## src/rtl/pwm_pkg.sv

```systemverilog
`timescale 1ns/1ps
package pwm_pkg;
  typedef enum logic [1:0] {
    PS_1  = 2'b00,
    PS_4  = 2'b01,
    PS_16 = 2'b10,
    PS_16B = 2'b11
  } ps_sel_e;

  localparam int ADDR_PERIOD  = 0;
  localparam int ADDR_DUTY_HI = 1;
  localparam int ADDR_CTRL    = 2;

  // control byte layout
  localparam int CTRL_DLO_LSB = 0;
  localparam int CTRL_PS_LSB  = 2;
  localparam int CTRL_TEN_BIT = 4;
  localparam int CTRL_PEN_BIT = 5;

  // largest prescale shift: 16 = 2**4
  localparam int PS_SHIFT_MAX = 4;
endpackage

```

## src/rtl/pwm_regs.sv

```systemverilog
`timescale 1ns/1ps
module pwm_regs
  import pwm_pkg::*;
#(
  parameter int TMR_W  = 8,
  parameter int FRAC_W = 2,
  parameter int ADDR_W = 2
) (
  input  logic                    clk_i,
  input  logic                    rst_ni,
  input  logic                    wr_en_i,
  input  logic [ADDR_W-1:0]       wr_addr_i,
  input  logic [TMR_W-1:0]        wr_data_i,
  output logic [TMR_W-1:0]        period_o,
  output logic [TMR_W+FRAC_W-1:0] duty_o,
  output ps_sel_e                 ps_o,
  output logic                    tmr_en_o,
  output logic                    pwm_en_o
);
  logic [TMR_W-1:0]  duty_hi_q;
  logic [FRAC_W-1:0] duty_lo_q;

  always_ff @(posedge clk_i or negedge rst_ni) begin
    if (!rst_ni) begin
      period_o  <= '0;
      duty_hi_q <= '0;
      duty_lo_q <= '0;
      ps_o      <= PS_1;
      tmr_en_o  <= 1'b0;
      pwm_en_o  <= 1'b0;
    end else if (wr_en_i) begin
      if (wr_addr_i == ADDR_W'(ADDR_PERIOD))  period_o  <= wr_data_i;
      if (wr_addr_i == ADDR_W'(ADDR_DUTY_HI)) duty_hi_q <= wr_data_i;
      if (wr_addr_i == ADDR_W'(ADDR_CTRL)) begin
        duty_lo_q <= wr_data_i[CTRL_DLO_LSB +: FRAC_W];
        ps_o      <= ps_sel_e'(wr_data_i[CTRL_PS_LSB +: 2]);
        tmr_en_o  <= wr_data_i[CTRL_TEN_BIT];
        pwm_en_o  <= wr_data_i[CTRL_PEN_BIT];
      end
    end
  end

  assign duty_o = {duty_hi_q, duty_lo_q};
endmodule

```

## src/rtl/pwm_timebase.sv

```systemverilog
`timescale 1ns/1ps
module pwm_timebase
  import pwm_pkg::*;
#(
  parameter int TMR_W  = 8,
  parameter int FRAC_W = 2
) (
  input  logic                    clk_i,
  input  logic                    rst_ni,
  input  logic                    en_i,
  input  logic                    restart_i,
  input  logic [TMR_W-1:0]        period_i,
  input  ps_sel_e                 ps_i,
  output logic [TMR_W+FRAC_W-1:0] ext_o,
  output logic                    roll_o
);
  localparam int DIV_W = FRAC_W + PS_SHIFT_MAX;

  logic [DIV_W-1:0]  div_q;
  logic [TMR_W-1:0]  tmr_q;
  logic [2:0]        sh;
  logic [DIV_W-1:0]  term;
  logic [FRAC_W-1:0] sub;
  logic              div_end, step;

  always_comb begin
    case (ps_i)
      PS_1:    sh = 3'd0;
      PS_4:    sh = 3'd2;
      default: sh = 3'd4;
    endcase
  end

  // one timer step spans 2**(FRAC_W+sh) clocks
  assign term    = {DIV_W{1'b1}} >> (PS_SHIFT_MAX - int'(sh));
  assign sub     = FRAC_W'(div_q >> sh);
  assign div_end = (div_q >= term);
  assign step    = en_i && div_end;
  assign roll_o  = step && (tmr_q == period_i);
  assign ext_o   = {tmr_q, sub};

  always_ff @(posedge clk_i or negedge rst_ni) begin
    if (!rst_ni) begin
      div_q <= '0;
      tmr_q <= '0;
    end else if (restart_i) begin
      div_q <= '0;
      tmr_q <= '0;
    end else if (en_i) begin
      div_q <= div_end ? '0 : div_q + 1'b1;
      if (step) tmr_q <= roll_o ? '0 : tmr_q + 1'b1;
    end
  end

  assert_tmr_freeze_R8: assert property (@(posedge clk_i) disable iff (!rst_ni)
    (!en_i && !restart_i) |=> ($stable(tmr_q) && $stable(div_q)));

  assert_tmr_step_R10: assert property (@(posedge clk_i) disable iff (!rst_ni)
    (tmr_q != $past(tmr_q)) |-> ((tmr_q == TMR_W'($past(tmr_q) + 1'b1)) || (tmr_q == '0)));
endmodule

```

## src/rtl/pwm_duty.sv

```systemverilog
`timescale 1ns/1ps
module pwm_duty #(
  parameter int TMR_W  = 8,
  parameter int FRAC_W = 2
) (
  input  logic                    clk_i,
  input  logic                    rst_ni,
  input  logic                    en_i,
  input  logic                    roll_i,
  input  logic [TMR_W+FRAC_W-1:0] duty_i,
  input  logic [TMR_W+FRAC_W-1:0] ext_i,
  output logic                    start_o,
  output logic                    pwm_o,
  output logic [TMR_W+FRAC_W-1:0] shadow_o
);
  localparam int EXT_W = TMR_W + FRAC_W;

  logic [EXT_W-1:0] shadow_q;
  logic             en_d_q, active_q, pwm_q, below;

  assign start_o = en_i && !en_d_q;
  assign below   = (ext_i < shadow_q);

  always_ff @(posedge clk_i or negedge rst_ni) begin
    if (!rst_ni) begin
      shadow_q <= '0;
      en_d_q   <= 1'b0;
      active_q <= 1'b0;
      pwm_q    <= 1'b0;
    end else begin
      en_d_q <= en_i;
      if (start_o || roll_i) begin
        shadow_q <= duty_i;
        active_q <= 1'b1;
      end else if (!below) begin
        active_q <= 1'b0;   // stays low across a free wrap of the timer
      end
      pwm_q <= en_d_q && active_q && below;
    end
  end

  assign pwm_o    = pwm_q;
  assign shadow_o = shadow_q;

  assert_shadow_hold_R5: assert property (@(posedge clk_i) disable iff (!rst_ni)
    !(start_o || roll_i) |=> $stable(shadow_q));

  assert_zero_duty_R6: assert property (@(posedge clk_i) disable iff (!rst_ni)
    (shadow_q == '0) |=> !pwm_q);

  assert_disabled_low_R9: assert property (@(posedge clk_i) disable iff (!rst_ni)
    !en_d_q |=> !pwm_q);

  assert_rise_at_zero_R4: assert property (@(posedge clk_i) disable iff (!rst_ni)
    $rose(pwm_q) |-> ($past(ext_i) == '0));
endmodule

```

## src/rtl/pwm_gen.sv

```systemverilog
`timescale 1ns/1ps
module pwm_gen
  import pwm_pkg::*;
#(
  parameter int TMR_W  = 8,
  parameter int FRAC_W = 2,
  parameter int ADDR_W = 2
) (
  input  logic                    clk_i,
  input  logic                    rst_ni,
  input  logic                    wr_en_i,
  input  logic [ADDR_W-1:0]       wr_addr_i,
  input  logic [TMR_W-1:0]        wr_data_i,
  output logic                    pwm_o,
  output logic [TMR_W+FRAC_W-1:0] shadow_duty_o
);
  localparam int EXT_W = TMR_W + FRAC_W;

  logic [TMR_W-1:0] period;
  logic [EXT_W-1:0] duty, ext;
  ps_sel_e          ps;
  logic             tmr_en, pwm_en, roll, start;

  pwm_regs #(.TMR_W(TMR_W), .FRAC_W(FRAC_W), .ADDR_W(ADDR_W)) u_regs (
    .clk_i     (clk_i),
    .rst_ni    (rst_ni),
    .wr_en_i   (wr_en_i),
    .wr_addr_i (wr_addr_i),
    .wr_data_i (wr_data_i),
    .period_o  (period),
    .duty_o    (duty),
    .ps_o      (ps),
    .tmr_en_o  (tmr_en),
    .pwm_en_o  (pwm_en)
  );

  pwm_timebase #(.TMR_W(TMR_W), .FRAC_W(FRAC_W)) u_tb (
    .clk_i     (clk_i),
    .rst_ni    (rst_ni),
    .en_i      (tmr_en),
    .restart_i (start),
    .period_i  (period),
    .ps_i      (ps),
    .ext_o     (ext),
    .roll_o    (roll)
  );

  pwm_duty #(.TMR_W(TMR_W), .FRAC_W(FRAC_W)) u_duty (
    .clk_i    (clk_i),
    .rst_ni   (rst_ni),
    .en_i     (pwm_en),
    .roll_i   (roll),
    .duty_i   (duty),
    .ext_i    (ext),
    .start_o  (start),
    .pwm_o    (pwm_o),
    .shadow_o (shadow_duty_o)
  );
endmodule

```

## config.mk

```make
export PLATFORM = sky130hd
export DESIGN_NAME = pwm_gen
export DESIGN_NICKNAME = d
export VERILOG_FILES = /design/src/rtl/pwm_pkg.sv /design/src/rtl/pwm_regs.sv /design/src/rtl/pwm_timebase.sv /design/src/rtl/pwm_duty.sv /design/src/rtl/pwm_gen.sv
export SDC_FILE = /design/constraint.sdc
export NUM_CORES = 1
export LEC_CHECK = 0
export BUFFER_PORTS_ARGS = -buffer_cell sky130_fd_sc_hd__buf_2
export CORE_UTILIZATION = 35
export CTS_CLUSTER_DIAMETER = 120
export DETAILED_ROUTE_END_ITERATION = 12
export SETUP_SLACK_MARGIN = 0.5
export SLEW_MARGIN = 10
export SYNTH_ARGS = -nofsm -noshare
export SYNTH_HDL_FRONTEND = slang
export SYNTH_SLANG_ARGS = --single-unit
```

## constraint.sdc

```tcl
create_clock -name clk_i -period 2 [get_ports clk_i]
set_input_delay 0.3 -clock clk_i [delete_from_list [all_inputs] [get_ports clk_i]]
set_output_delay 0.3 -clock clk_i [all_outputs]
set_load 0.02 [all_outputs]
```

==> results.tsv, run 1 <==
stage	metric	value	unit
global_route	vias in the first global route	1750	
setup_path	worst reg2reg startpoint	u_regs.ps_o[0]	
cells_and_area	Layout Utilization	48.2	%
logic_synthesis	syn_nets	242	
placed_design	post-DP HPWL	4130	um
cells_and_area	design area	0.00333	mm2
global_route	initial antenna violation count	0	
setup_path	CP Data Required Time	2.20	ns
route	Detail Route Antenna Nets	0	
sta	Worst Clk Skew	0.00660	ns
sta	RSZ-0062 raised after global routing	yes	
logic_synthesis	prevailing post-synth register cell	dfrtp_1	
setup_path	CP startpoint kind	flip-flop	
sta	Max Fclk	503	MHz
placed_design	dpl cell area	0.00293	mm2
logic_synthesis	Mapped Avg Cell Area	11.9	um2
setup_path	Critical path origin	u_regs.ps_o[0]	
floorplan	die height	87.1	um
sta	hold_ws	0.0717	ns
setup_path	WP data arrival	2.18	ns
route	Pre-antenna DRT Iters	4	
sta	Final setup viols	0	
route	total number of vias	1773	
global_route	first-pass GRT wire length	9050	um
logic_synthesis	sequential fraction of the synthesis area	48.3	%
sta	slew at the pin with the worst max-slew slack	0.612	ns
cells_and_area	ant diodes	0	
setup_path	Reg2Reg Setup Slack	0.01	ns
cells_and_area	Sequential cell area	0.00123	mm2
floorplan	Core Region	0.00691	mm2
cells_and_area	multi-input logic area	0.00148	mm2
clocking	CTS tree	yes	
cells_and_area	fraction of layout cells with a size suffix above 1	46.7	%
global_route	Overflow after GRT	0	
logic_synthesis	Synth Instances	213	
logic_synthesis	Yosys reg bits	49	
route	final WL	5790	um
clocking	TritonCTS Buffers	5	
pwr	Power, Total	3.39	mW
global_route	GR Util met3	3.32	%
clocking	hold_buf cts	0	
setup_path	reg-to-reg endpoint	u_duty.shadow_o[2]	
cells_and_area	fin nets	298	
placed_design	# port buffers	23	
pwr	Leak Pwr	1.52	nW
route	DRT iter0 DRCs	51	
global_route	met2 GRT Util	26.7	%
logic_synthesis	ys async rst share	100	%
logic_synthesis	area fraction of the dominant cell type after synthesis	48.3	%
logic_synthesis	Post-synth EDFFs	0	
setup_path	crit path capture type	flip-flop	
floorplan	std cell rows	30	
logic_synthesis	cell taking the most area after synthesis	dfrtp_1	
logic_synthesis	Mapped Area	0.00254	mm2
floorplan	DIE AREA	0.00759	mm2
route	DRC	0	
sta	Slew Viols, Final	0	
clocking	total clock sinks	49	
global_route	GR Util met1	21.9	%
global_route	largest net degree at the start of global routing	50	
setup_path	Setup crit end	u_duty.shadow_o[2]	
logic_synthesis	Synth area leaders	dfrtp_1 48%, mux2_2 11%, ha_1 7.9%	
placed_design	Final GP Congestion	0.778	
logic_synthesis	synth unique cells	40	
setup_path	peak fanout along the critical path	6	
clocking	H-tree levels	2	
route	routed len/inst	15.8	um
pwr	Peak VDD IR	0.000613	V
clocking	Clock Pin Slew Worst Setup and Hold Paths	0.09	ns
sta	final hold vios	0	
hold_path	Worst Hold Class	input port to asynchronous set/reset pin	
sta	Rel. slew slack	59.2	%
floorplan	Die W	87.1	um
floorplan	Ports	24	
global_route	Overall Global Routing Usage	16.3	%
clocking	CTS root buf	clkbuf_8	
route	via/cell ratio	4.84	
clocking	CTS max path bufs	2	
setup_path	Setup Crit Path Kind	flip-flop to flip-flop	
logic_synthesis	Yosys warnings	0	
global_route	Top Usage Layer GRT	met2	
setup_path	reg2reg path depth	8	
clocking	Skew-Pair Late Insertion Delay	0.31	ns
sta	Final Cycle Share	99.4	%
floorplan	Initial Utilization	36.7	%
sta	Final min period	1.99	ns
cells_and_area	Layout area overhead	31.4	%
cells_and_area	fill count	666	
flow_run	max cap viols	0	
outcome	status	completed	
pwr	P per Cell Area	1020	mW/mm2
[timing repair]
item | CTS | global route
gates cloned | 1 | 0
pin swaps | 16 | 16
resized for setup | 16 | 35
setup endpoints to repair | 26 | 26
setup buffers | 4 | 0
[logic make-up after synthesis]
kind of cell,count (synthesis),synth area share (%)
buffers and inverters,18,3.40
multiplexers,35,16.1
AO/OA/AOI/OAI,23,6.17
AND/OR/NAND/NOR,54,11.8
XOR/XNOR,18,6.22
adder cells (fa/ha/maj),16,7.89
flip-flops,49,48.3
[how the worst min path moves through the flow]
stage               startpoint  cells after the start              end  slack, ns
4_1_cts                 rst_ni                      2     u_duty.pwm_o       0.11
5_1_grt                 rst_ni                      2     u_duty.pwm_o       0.14
6_report                rst_ni                      2     u_duty.pwm_o       0.07
3_5_place_dp   u_regs.pwm_en_o                      0    u_duty.en_d_q       0.41
2_1_floorplan           rst_ni                      0  u_duty.active_q      0.004
3_3_place_gp   u_regs.pwm_en_o                      0    u_duty.en_d_q       0.40
[state kept, by name (all words and copies together) (netlist names)]
register          flops
u_regs.duty_hi_q      8
u_regs.pwm_en_o       1
u_regs.period_o       8
u_tb.tmr_q            8
u_duty.shadow_o      10
u_duty.pwm_o          1
u_duty.active_q       1
u_tb.div_q            6
u_regs.tmr_en_o       1
u_duty.en_d_q         1
u_regs.duty_lo_q      2
u_regs.ps_o           2
[critical path, stage by stage, from the launching register on]
cell and delay (ns):
dfrtp_1 0.41, buf_6 0.13, nor2_4 0.15, ha_4 0.17, o211ai_1 0.13, o21ai_2 0.21, nand4_4 0.15, nand2_4 0.19
mux2_1 0.33
[routing by layer]
layer / vias to the layer above / wire [um]
li1: 865 / -
met4: 0 / 131
met2: 18 / 2890
met5: - / 0
met3: 7 / 122
met1: 883 / 2640
[synth_stat cells, drive strengths merged (2+ instances only)]
cell     count
nor3         3
o21ai        6
buf          2
nand2       13
dfrtp       49
mux2i        3
nor2        16
xor2        13
nand4        2
inv         15
o31ai        2
mux2        32
nand3b       2
a21oi        5
nand3        6
ha          16
xnor2        5
o211ai       2
nor4         2
and2         3
o2111ai      3
[cell usage in the layout, fill, tap and decap left out, drive strengths merged, types with 6 or more instances in the layout]
master	netlist	routed
buf	2	51
dfrtp	49	49
mux2	32	32
ha	16	16
nor2	16	16
inv	15	15
nand2	13	14
xor2	13	13
nand3	6	6
clkbuf	1	6
o21ai	6	6
[through the flow]
| step | setup slack, ns | instances | TNS, ns |
|---|---|---|---|
| finish | 0.0129 | 366 | 0 |
| global route | -0.0599 | 366 | -0.419 |
| CTS | 0.00818 | 366 | 0 |
| detailed placement | -0.0958 | 353 | -0.167 |
| global placement | -0.0296 | 353 | -0.0296 |
| floorplan | 0.0816 | 213 | 0 |
[where the power goes]
group / internal, mW / leakage [nW] / switching [mW]
clock network: 0.376 / 0.0554 / 0.339
registers: 1.21 / 0.605 / 0.202
logic: 0.612 / 0.861 / 0.653
[final cells by class]
cell class | count | area share [%]
Clock buffer | 6 | 2.18
Inverter | 15 | 1.69
Tap cell | 96 | 3.60
Timing Repair Buffer | 51 | 10.2
Sequential cell | 49 | 36.8
Clock inverter | 2 | 1.16
Multi-Input combinational cell | 147 | 44.3
Note: power is estimated with default switching activity, not from simulation.
==> inputs of run 2 (changes only) <==
ABC_AREA = 0   (was not set)
CORE_UTILIZATION = 53   (was 35)
PLACE_DENSITY = 0.75   (was not set)
clock period = 1.82 ns   (was 2 ns; I/O delays follow)
==> results.tsv, run 2 (synthesized netlist as in run 1, its figures left out) <==
stage	metric	value	unit	change
setup_path	Bufs and invs on worst path	1		unchanged
placed_design	post-DP HPWL	3980	um	-3.5%
setup_path	crit-path cells	nor2_2 > ha_2 > buf_6 > a211oi_2 > o21ai_2 > nand4_4 > nand2_4 > mux2_4		
pwr	Peak VDD IR	0.000797	V	+30%
route	Detail Route Antenna Nets	0		unchanged
outcome	status	finished with violations		
setup_path	CP top delay family	simple AND/OR/NAND/NOR gates		
floorplan	Initial Utilization	56.7	%	+20 points
clocking	CTS root buf	clkbuf_8		
route	via/cell ratio	5.57		+15%
setup_path	reg2reg path depth	8		unchanged
global_route	largest net degree at the start of global routing	29		-42%
route	final WL	5600	um	-3.3%
setup_path	WP data arrival	2.16	ns	-0.02 ns
sta	slew at the pin with the worst max-slew slack	0.547	ns	-0.0654 ns
sta	Final min period	1.97	ns	-0.0151 ns
global_route	first-pass GRT wire length	8700	um	-3.9%
cells_and_area	max reg flops	10		unchanged
clocking	Skew-Pair Late Insertion Delay	0.30	ns	about the same
global_route	Overall Global Routing Usage	23.0	%	+6.7 points
setup_path	Critical path origin	u_regs.ps_o[1]		
setup_path	CP peak stage delay	0.41	ns	about the same
cells_and_area	most frequent cells in the layout	49 x dfrtp_1, 25 x buf_4, 23 x buf_2		
pwr	Leak Pwr	1.55	nW	+1.8%
global_route	initial antenna violation count	0		unchanged
setup_path	reg-to-reg endpoint	u_duty.shadow_o[7]		
clocking	CTS max path bufs	2		unchanged
floorplan	Core Region	0.00447	mm2	-35%
cells_and_area	fraction of layout cells with a size suffix above 1	47.1	%	+0.41 points
floorplan	Die W	71.2	um	-18%
setup_path	Setup Crit Path Kind	flip-flop to flip-flop		
sta	final hold vios	0		unchanged
global_route	Overflow after GRT	0		unchanged
cells_and_area	fill count	280		-58%
hold_path	Worst Hold Class	input port to flip-flop		
cells_and_area	commonest non-fill, non-tap cell in the layout	dfrtp_1		
clocking	H-tree levels	2		unchanged
sta	Worst Clk Skew	0.00477	ns	-0.00183 ns
sta	Max Fclk	507	MHz	+0.77%
placed_design	# port buffers	23		unchanged
cells_and_area	multi-input logic area	0.00139	mm2	-5.8%
floorplan	die height	71.2	um	-18%
cells_and_area	ant diodes	0		unchanged
setup_path	peak fanout along the critical path	5		-1
sta	RSZ-0062 raised after global routing	yes		
route	total number of vias	1817		+2.5%
route	DRC	0		unchanged
cells_and_area	design area	0.00324	mm2	-2.6%
clocking	TritonCTS Buffers	5		unchanged
route	routed len/inst	17.2	um	+8.6%
global_route	vias in the first global route	1831		+4.6%
cells_and_area	fin nets	303		+1.7%
setup_path	worst reg2reg startpoint	u_regs.ps_o[1]		
clocking	Clock Pin Slew Worst Setup and Hold Paths	0.09	ns	about the same
sta	TNS Setup	-2.66	ns	-2.66 ns
cells_and_area	Layout area overhead	27.9	%	
floorplan	std cell rows	24		-20%
pwr	P per Cell Area	1100	mW/mm2	+8.5%
setup_path	crit path capture type	flip-flop		
flow_run	max cap viols	0		unchanged
sta	Final setup viols	25		+25
clocking	total clock sinks	49		unchanged
sta	worst setup margin	-0.152	ns	-0.165 ns
setup_path	Setup crit end	u_duty.shadow_o[7]		
floorplan	DIE AREA	0.00507	mm2	-33%
clocking	CTS tree	yes		
route	Pre-antenna DRT Iters	4		unchanged
outcome	failing checks	negative setup slack		
cells_and_area	Sequential cell area	0.00123	mm2	unchanged
setup_path	Reg2Reg Setup Slack	-0.15	ns	-0.16 ns
setup_path	CP startpoint kind	flip-flop		
placed_design	Final GP Congestion	0.865		+11%
sta	Rel. slew slack	63.5	%	+4.4 points
floorplan	Ports	24		unchanged
placed_design	dpl cell area	0.00291	mm2	-0.68%
sta	Final Cycle Share	108	%	+9.0 points
setup_path	Slowest cell on crit path	dfrtp_1		
route	DRT iter0 DRCs	133		+160%
setup_path	stages on the worst setup path	8		unchanged
sta	Slew Viols, Final	0		unchanged
setup_path	CP Data Required Time	2.01	ns	-0.19 ns
run 2: stage by stage:
stage / utilization [%] / hold slack (ns) / instances / setup WS, ns / power, mW
2_1_floorplan: - / -0.0226 / 213 / -0.0980 / 2.26
3_3_place_gp: 65.0 / 0.276 / 312 / -0.137 / 2.60
3_5_place_dp: 65.0 / 0.284 / 312 / -0.221 / 2.65
4_1_cts: 69.9 / 0.214 / 323 / -0.141 / 3.49
5_1_grt: 72.5 / 0.213 / 326 / -0.230 / 3.75
6_report: 72.5 / 0.218 / 326 / -0.152 / 3.58
run 2: per-layer routing:
metal  vias to the layer above  part of all wire, %  wire length [um]  global-route usage [%]
li1                        875                    -                 -                       -
met1                       894                   45              2540                    30.5
met2                        36                   50              2770                    38.0
met3                        12                  2.7               152                    4.70
met4                         0                  2.3               128                    7.33
met5                         -                    0                 0                       0
run 2: repair_timing:
item	CTS	global route
gates cloned	1	0
buffers inserted	2	3
pin swaps	21	13
hold buffers	1	0
hold endpoints to repair	21	0
resized for setup	22	22
setup endpoints to repair	26	26
run 2: area by class of cell:
class,count,area share [%]
clock inverter,2,1.08
inverter,15,1.74
tap,52,2.01
multi-input combinational,147,42.9
sequential,49,37.8
clock buffer,5,2.12
timing repair buffer,56,12.3
run 2: power by group:
group / internal, mW / leakage [nW] / switching (mW) / total (mW)
Combinational: 0.633 / 0.889 / 0.656 / 1.29
Sequential: 1.33 / 0.605 / 0.205 / 1.54
Clock: 0.400 / 0.0540 / 0.358 / 0.758
run 2: worst min path at each step:
| stage | cells past startpoint | startpoint | slack (ns) | end |
|---|---|---|---|---|
| finish | 2 | wr_data_i[7] | 0.22 | u_regs.duty_hi_q[7] |
| global route | 2 | wr_data_i[7] | 0.21 | u_regs.duty_hi_q[7] |
| CTS | 2 | wr_data_i[7] | 0.21 | u_regs.duty_hi_q[7] |
| detailed placement | 1 | rst_ni | 0.28 | u_tb.div_q[2] |
| global placement | 1 | rst_ni | 0.28 | u_tb.div_q[2] |
| floorplan | 0 | rst_ni | -0.02 | u_duty.active_q |
